### config.mk
export PLATFORM = sky130hd
export DESIGN_NAME = i2c_start_gen
export DESIGN_NICKNAME = d
export VERILOG_FILES = /design/src/rtl/i2c_start_gen.sv
export SDC_FILE = /design/constraint.sdc
export NUM_CORES = 1
export LEC_CHECK = 0
export BUFFER_PORTS_ARGS = -buffer_cell sky130_fd_sc_hd__buf_2
export CAP_MARGIN = 20
export CORE_MARGIN = 2
export CORE_UTILIZATION = 35
export DETAILED_ROUTE_END_ITERATION = 12
export GPL_TIMING_DRIVEN = 0
export PLACE_DENSITY_LB_ADDON = 0.3
export SLEW_MARGIN = 20
export SYNTH_ARGS = -nofsm -noshare
export SYNTH_HDL_FRONTEND = slang
export SYNTH_SLANG_ARGS = --single-unit
### constraint.sdc
create_clock -name clk -period 2.3 [get_ports clk]
set_input_delay 0 -clock clk [delete_from_list [all_inputs] [get_ports clk]]
set_output_delay 0 -clock clk [all_outputs]
set_load 0.1 [all_outputs]
### src/rtl/i2c_start_gen.sv
module i2c_start_gen #(
  parameter int RW   = 7,
  parameter int SYNC = 2
) (
  input  logic          clk,
  input  logic          rst_n,
  input  logic          start_set,
  input  logic [RW-1:0] reload,
  input  logic          sda_in,
  input  logic          scl_in,
  input  logic          flag_clr,
  output logic          sda_pull,
  output logic          scl_pull,
  output logic          start_en,
  output logic          start_seen,
  output logic          irq_flag,
  output logic          bcol_flag
);

  localparam int SETTLE_N = SYNC + 1;
  localparam int SW       = $clog2(SETTLE_N + 1);
  localparam int CW       = (RW > SW) ? RW : SW;

  typedef enum logic [2:0] {S_IDLE, S_SETTLE, S_PH1, S_PH2} state_t;

  state_t          st;
  logic [CW-1:0]   cnt;
  logic [SYNC-1:0] sda_sh, scl_sh;
  logic            sda_s, scl_s, sda_q;
  logic            abort_c, done_c, last_c;
  logic [CW-1:0]   n_load;

  assign sda_s  = sda_sh[SYNC-1];
  assign scl_s  = scl_sh[SYNC-1];
  assign last_c = (cnt == CW'(1));
  assign n_load = (reload == '0) ? CW'(1) : CW'(reload);

  assign abort_c = ((st == S_SETTLE) && last_c && (!sda_s || !scl_s)) ||
                   ((st == S_PH1) && sda_s && !scl_s);
  assign done_c  = (st == S_PH2) && last_c;

  always_ff @(posedge clk or negedge rst_n) begin
    if (!rst_n) begin
      sda_sh <= '1;
      scl_sh <= '1;
      sda_q  <= 1'b1;
    end else begin
      sda_sh <= {sda_sh[SYNC-2:0], sda_in};
      scl_sh <= {scl_sh[SYNC-2:0], scl_in};
      sda_q  <= sda_s;
    end
  end

  always_ff @(posedge clk or negedge rst_n) begin
    if (!rst_n) begin
      st       <= S_IDLE;
      cnt      <= '0;
      sda_pull <= 1'b0;
      scl_pull <= 1'b0;
      start_en <= 1'b0;
    end else begin
      case (st)
        S_IDLE: begin
          if (start_set) begin
            st       <= S_SETTLE;
            cnt      <= CW'(SETTLE_N);
            sda_pull <= 1'b0;
            scl_pull <= 1'b0;
            start_en <= 1'b1;
          end
        end
        S_SETTLE: begin
          if (abort_c) begin
            st       <= S_IDLE;
            start_en <= 1'b0;
          end else if (last_c) begin
            st  <= S_PH1;
            cnt <= n_load;
          end else begin
            cnt <= cnt - CW'(1);
          end
        end
        S_PH1: begin
          if (abort_c) begin
            st       <= S_IDLE;
            start_en <= 1'b0;
          end else if (!sda_s || last_c) begin
            sda_pull <= 1'b1;
            st       <= S_PH2;
            cnt      <= n_load;
          end else begin
            cnt <= cnt - CW'(1);
          end
        end
        S_PH2: begin
          if (last_c) begin
            scl_pull <= 1'b1;
            start_en <= 1'b0;
            st       <= S_IDLE;
          end else begin
            cnt <= cnt - CW'(1);
          end
        end
        default: st <= S_IDLE;
      endcase
    end
  end

  always_ff @(posedge clk or negedge rst_n) begin
    if (!rst_n) begin
      bcol_flag  <= 1'b0;
      irq_flag   <= 1'b0;
      start_seen <= 1'b0;
    end else begin
      if (abort_c)       bcol_flag <= 1'b1;
      else if (flag_clr) bcol_flag <= 1'b0;
      if (abort_c || done_c) irq_flag <= 1'b1;
      else if (flag_clr)     irq_flag <= 1'b0;
      if (sda_q && !sda_s && scl_s) start_seen <= 1'b1;
      else if (flag_clr)            start_seen <= 1'b0;
    end
  end

  p_scl_after_sda_r6: assert property (@(posedge clk) disable iff (!rst_n)
    $rose(scl_pull) |-> sda_pull && !start_en && irq_flag);

  p_abort_no_drive_r2: assert property (@(posedge clk) disable iff (!rst_n)
    $rose(bcol_flag) |-> !start_en && !sda_pull && !scl_pull && irq_flag);

  p_bcol_sticky_r7: assert property (@(posedge clk) disable iff (!rst_n)
    bcol_flag && !flag_clr |=> bcol_flag);

  p_irq_sticky_r7: assert property (@(posedge clk) disable iff (!rst_n)
    irq_flag && !flag_clr |=> irq_flag);

  p_busy_ignore_r9: assert property (@(posedge clk) disable iff (!rst_n)
    (st != S_IDLE) |=> !(st == S_SETTLE && cnt == CW'(SETTLE_N)));

  p_phase_nonzero_r3: assert property (@(posedge clk) disable iff (!rst_n)
    (st == S_PH1 || st == S_PH2) |-> cnt != '0);

  p_ph2_no_collision_r6: assert property (@(posedge clk) disable iff (!rst_n)
    (st == S_PH2) |=> !$rose(bcol_flag));

endmodule

==> results of run 1 <==
[cell families (layout without fill, tap and decap cells)]
| logic type | after synthesis | count (layout) | synth area share (%) |
|---|---|---|---|
| mux | 1 | 1 | 0.807 |
| fa+ha+maj | 6 | 6 | 6.05 |
| compound gates | 50 | 50 | 29.2 |
| buf+inv | 16 | 47 | 6.16 |
| simple gates | 39 | 39 | 17.0 |
| flops | 20 | 20 | 40.9 |
[final timing paths]
check | from | cells after the start | to | slack [ps]
max | st[0] | 8 | cnt[1] | 290
min | start_set | 3 | start_en | 30
max reg2reg | st[0] | 8 | cnt[1] | 290
min reg2reg | scl_sh[0] | 0 | scl_sh[1] | 360
max in group asynchronous | rst_n | 2 | sda_q | 1800
min in group asynchronous | rst_n | 2 | st[1] | 160
[Yosys cell counts, drive strengths merged]
cell / instances
a31o: 2
o211ai: 4
nand2b: 1
buf: 5
ha: 6
o31ai: 3
nor2: 10
nor4: 2
o22ai: 1
or3: 1
nor4b: 1
o2bb2ai: 4
a22o: 1
dfstp: 5
a221oi: 2
a21o: 4
mux2i: 1
inv: 11
nand2: 10
dfrtp: 15
a21oi: 11
a211oi: 2
or4b: 1
o21ai: 11
and3: 2
a21boi: 1
o221ai: 1
or3b: 1
nand3b: 2
o211a: 1
nand3: 2
nor3: 5
a22oi: 2
or2: 1
[final cells by class]
cell class	count	area, um^2	area share, %
timing repair buffer	27	180	11.8
clock inverter	1	30.0	1.96
tap	46	57.6	3.76
inverter	11	41.3	2.70
sequential	20	507	33.1
multi-input combinational	96	657	42.9
buffer	5	35.0	2.29
clock buffer	3	22.5	1.47
[worst register-to-register path: cells and delay by family, from the launching register on]
family / cells / cell delay, ps
and+or+nand+nor: 2 / 130
adders and majority gates: 1 / 200
DFF: 1 / 430
buffers and inverters: 2 / 250
AOI/OAI and AO/OA: 3 / 900
[per-layer routing]
layer  vias up  routed length (um)  GRT usage (%)
li1        552                   -              -
met1       538                1430           21.0
met2        29                1400           27.2
met3         2                 130           3.75
met4         0                  13           2.72
met5         -                   0              0
[power by group]
part | switching [mW] | internal, mW | leakage (nW) | total (mW)
logic | 0.982 | 0.521 | 0.428 | 1.50
clock network | 0.116 | 0.176 | 0.0279 | 0.292
registers | 0.117 | 0.480 | 0.246 | 0.596
[repair_timing]
item | 4_1_cts | 5_1_grt
endpoints found under the setup margin | 0 | 0
hold buffers | 8 | 1
hold endpoints to repair | 29 | 1
[sequential cells by signal (all words and copies together), names as in the netlist]
signal,flops
bcol_flag,1
cnt,7
irq_flag,1
scl_pull,1
scl_sh,2
sda_pull,1
sda_q,1
sda_sh,2
st,2
start_en,1
start_seen,1
[per-stage QoR]
step	setup slack, ps	hold WS, ps	instance area [um^2]
floorplan	569	-296	1240
global placement	370	-28.7	1390
detailed placement	328	-19.7	1390
CTS	285	1.59	1520
global route	144	24.5	1530
finish	292	31.4	1530
==> results_dict.tcl, run 1 <==
set metrics [dict create \
    status "finished, final reports clean" \
    syn_area_per_cell_um2 9.39 \
    antennaDiodeCount 0 \
    mostFrequentLayoutCells "buf_2 (19), dfrtp_1 (15), a21oi_1 (11), inv_1 (10), nand2_1 (10)" \
    clk_latency_ps 310 \
    yosysTopAreaCellShare_pct 30.3 \
    grt_max_degree 21 \
    synth_top_area_cell "dfrtp_1" \
    antenna_found_initial 0 \
    syn_area_um2 1240 \
    hold_viol 0 \
    critPathKind "flop to flop" \
    cap_violations 0 \
    grt_pass1_vias 1147 \
    io_pins 19 \
    cts-root-buf "clkbuf_4" \
    nNetsFinal 183 \
    ir_worst_vdd_mv 0.865 \
    drc 0 \
    synth-seq-cells 20 \
    gp_congestion 0.926 \
    yosys_warnings 0 \
    syn_nets 151 \
    hpwl_um 2170 \
    cp_slowest_cell "dfrtp_1" \
    period_needed_ps 2010 \
    power_leakage_nw 0.703 \
    setup_tns_ps 0 \
    wl_per_cell_um 14.2 \
    die_w_um 63.5 \
    num_vias 1121 \
    viasPerCell 5.36 \
    finClkSkew_ps 3.51 \
    ys_top_cells_by_area "dfrtp_1 (30%), dfstp_2 (11%), ha_1 (6.1%), a21oi_1 (4.4%), o21ai_1 (3.2%)" \
    critical_path.max_stage_delay_ps 430 \
    critical_path.cell_chain "inv_1 -> ha_1 -> buf_4 -> a211oi_1 -> a31o_2 -> nor2_1 -> a211oi_1 -> nor2_1" \
    clk_pin_slew_worst_paths_ps 120 \
    dp.cells 196 \
    powerDensity_nw_per_um2 1560 \
    rsz0062_at_grt "no" \
    numPortBuffers 18 \
    areaGrowthSynthToFinish_pct 23.4 \
    cp.required_ps 2500 \
    drtIter0Drc 44 \
    critPathCaptureType "flop" \
    start_util_pct 36.9 \
    final_common_cell "buf_2" \
    grt_usage_pct 16.0 \
    crit_fanout 10 \
    die_h_um 63.5 \
    min_path_type "input pin to flop" \
    finalCritPeriodShare_pct 87.3 \
    drive_gt1_share_pct 26.4 \
    grt_pass1_wl_um 5180 \
    rows 21 \
    fin_cells 209 \
    fmax_mhz 498 \
    cts_resized 0 \
    dieArea_um2 4030 \
    final_antenna_net_count 0 \
    netlist_instances 132 \
    setup_violations 0 \
    grt-ovfl-total 0 \
    worst_slew_pin_slew_ps 483 \
    power_mw 2.39 \
    routed_wl_um 2970 \
    crit_path_start_kind "flop" \
    htree_levels 1 \
    tritoncts.num_buffers 3 \
    core_area_um2 3360 \
    path_buf_inv 2 \
    drv_slew 0 \
    utilization_pct 45.5 \
    clock_tree.buffer_depth 2 \
    clkSinkCount 20 \
    slew_headroom_pct 67.6 \
    worstPathArrival_ps 2210 \
    fill_cells 355 \
    first_pass_iters 4 \
    post_cts_buffers 0 \
    synth_cell_types 44 \
    yosysSeqAreaShare_pct 40.9 \
    crit_family "compound AO/OA/AOI/OAI gates" \
    cts_tree "built" \
]
Power figures use the tool's default switching activity.
==> run 2: changes to the inputs <==
--- a/config.mk
+++ b/config.mk
@@ -8,7 +8,7 @@
 export BUFFER_PORTS_ARGS = -buffer_cell sky130_fd_sc_hd__buf_2
 export CAP_MARGIN = 20
 export CORE_MARGIN = 2
-export CORE_UTILIZATION = 35
+export CORE_UTILIZATION = 50
 export DETAILED_ROUTE_END_ITERATION = 12
 export GPL_TIMING_DRIVEN = 0
 export PLACE_DENSITY_LB_ADDON = 0.3
==> run 2 against run 1 <==
Sequential power down 1%. Wire length grew 0.13%. Combinational power barely moved. Die area down 28%. Total power is 0.75% higher. Non-clock buffer count stayed put. Setup slack lost 16 ps. Clock-buffer cell count unchanged. Fmax shrank 0.77%. Critical path type unchanged. Largest power group unchanged.
==> results_dict.tcl, run 2 (synthesis results as in run 1) <==
set metrics [dict create \
    drc 0 \
    gp_congestion 0.881 \
    post_cts_buffers 0 \
    largest_reg_flops 7 \
    hpwl_um 2100 \
    wl_per_cell_um 15.4 \
    tritoncts.num_buffers 3 \
    dpl-instance-area_um2 1370 \
    utilization_pct 62.7 \
    fill_cells 194 \
    first_pass_iters 4 \
    cts_resized 0 \
    crit_family "simple AND/OR/NAND/NOR gates" \
    hold_start "start_set" \
    dieArea_um2 2890 \
    mostFrequentLayoutCells "buf_2 (19), dfrtp_1 (15), a21oi_1 (11), inv_1 (10), nand2_1 (10)" \
    routed_wl_um 2980 \
    final_common_cell "buf_2" \
    period_needed_ps 2020 \
    grt_usage_pct 23.8 \
    worstPathArrival_ps 2240 \
    grt_pass1_vias 1117 \
    crit_path_start_kind "flop" \
    htree_levels 1 \
    crit_fanout 5 \
    nNetsFinal 183 \
    clock_tree.buffer_depth 2 \
    drtIter0Drc 47 \
    r2r_cells 7 \
    clk_pin_slew_worst_paths_ps 120 \
    cts_tree "built" \
    areaGrowthSynthToFinish_pct 21.8 \
    cts_hold_buf 9 \
    drive_gt1_share_pct 26.4 \
    cp.required_ps 2520 \
    r2r_end "sda_pull" \
    drv_slew 0 \
    rsz0062_at_grt "no" \
    setup_violations 0 \
    setup_tns_ps 0 \
    num_vias 1159 \
    numPortBuffers 18 \
    clkSinkCount 20 \
    critical_path.max_stage_delay_ps 420 \
    status "finished, final reports clean" \
    critPathKind "flop to flop" \
    cap_violations 0 \
    grt_pass1_wl_um 4880 \
    critPathCaptureType "flop" \
    min_path_type "input pin to flop" \
    antenna_found_initial 0 \
    fin_area_um2 1510 \
    grt-ovfl-total 0 \
    die_w_um 53.8 \
    powerDensity_nw_per_um2 1600 \
    fmax_mhz 494 \
    ir_worst_vdd_mv 0.969 \
    antennaDiodeCount 0 \
    cts-root-buf "clkbuf_4" \
    io_pins 19 \
    rows 18 \
    power_leakage_nw 0.703 \
    clk_latency_ps 320 \
    hold_viol 0 \
    reg2reg_slack_ps 280 \
    core_area_um2 2410 \
    preCtsSetupSlack_ps 321 \
    die_h_um 53.8 \
    finClkSkew_ps 5.82 \
    critical_path.cell_chain "inv_1 -> ha_1 -> nor4b_2 -> and3_2 -> nand2_1 -> a31o_1 -> a22o_1" \
    grt_max_degree 21 \
    final_antenna_net_count 0 \
    r2r-start "cnt[1]" \
    path_buf_inv 1 \
    worst_slew_pin_slew_ps 476 \
    start_util_pct 51.5 \
    cp_slowest_cell "nor4b_2" \
    viasPerCell 6.01 \
    holdPathStages 3 \
    regMostFlops "cnt" \
    hold_path_end "start_en" \
    finalCritPeriodShare_pct 88.0 \
    slew_headroom_pct 68.2 \
    fin_ws_ps 276 \
]
==> run 2: cell counts in the layout (fill, tap and decap cells not counted) <==
No cell type changed its count.
==> run 2: tightest hold or removal path: cells and delay by family <==
kind	cells	cell delay, ps
AOI/OAI and AO/OA	1	120
buffers and inverters	1	130
and+or+nand+nor	1	60
==> run 2: cell type report <==
class	instances	area (um^2)	area share, %
Clock buffer	3	22.5	1.49
Tap cell	30	37.5	2.49
Inverter	11	41.3	2.73
Clock inverter	1	30.0	1.99
Sequential cell	20	507	33.6
Buffer	5	35.0	2.32
Timing Repair Buffer	27	180	11.9
Multi-Input combinational cell	96	657	43.5
==> run 2: worst max-delay path by stage <==
stage | from | end | slack (ps) | depth (start not counted)
floorplan | cnt[1] | cnt[0] | 570 | 7
global placement | st[0] | cnt[1] | 390 | 8
detailed placement | cnt[1] | sda_pull | 320 | 7
CTS | cnt[1] | sda_pull | 290 | 7
global route | cnt[1] | sda_pull | 170 | 7
finish | cnt[1] | sda_pull | 280 | 7
==> run 2: power by group <==
group / switching, mW / internal, mW
logic: 1.00 / 0.524
registers: 0.110 / 0.480
clock network: 0.119 / 0.176
==> run 2: layer usage <==
layer  track usage [%]  wire, um
met5                 0         0
met1              31.4      1260
met4              13.2        68
met3              3.89       199
met2              37.0      1450
==> run 2: stage by stage <==
stage	power [mW]	instances	hold slack, ps
after floorplan	1.78	132	-296
after global placement	2.04	180	-45.1
after detailed placement	2.09	180	-30.2
after CTS	2.40	193	18.1
after global routing	2.58	193	40.2
final	2.41	193	28.9
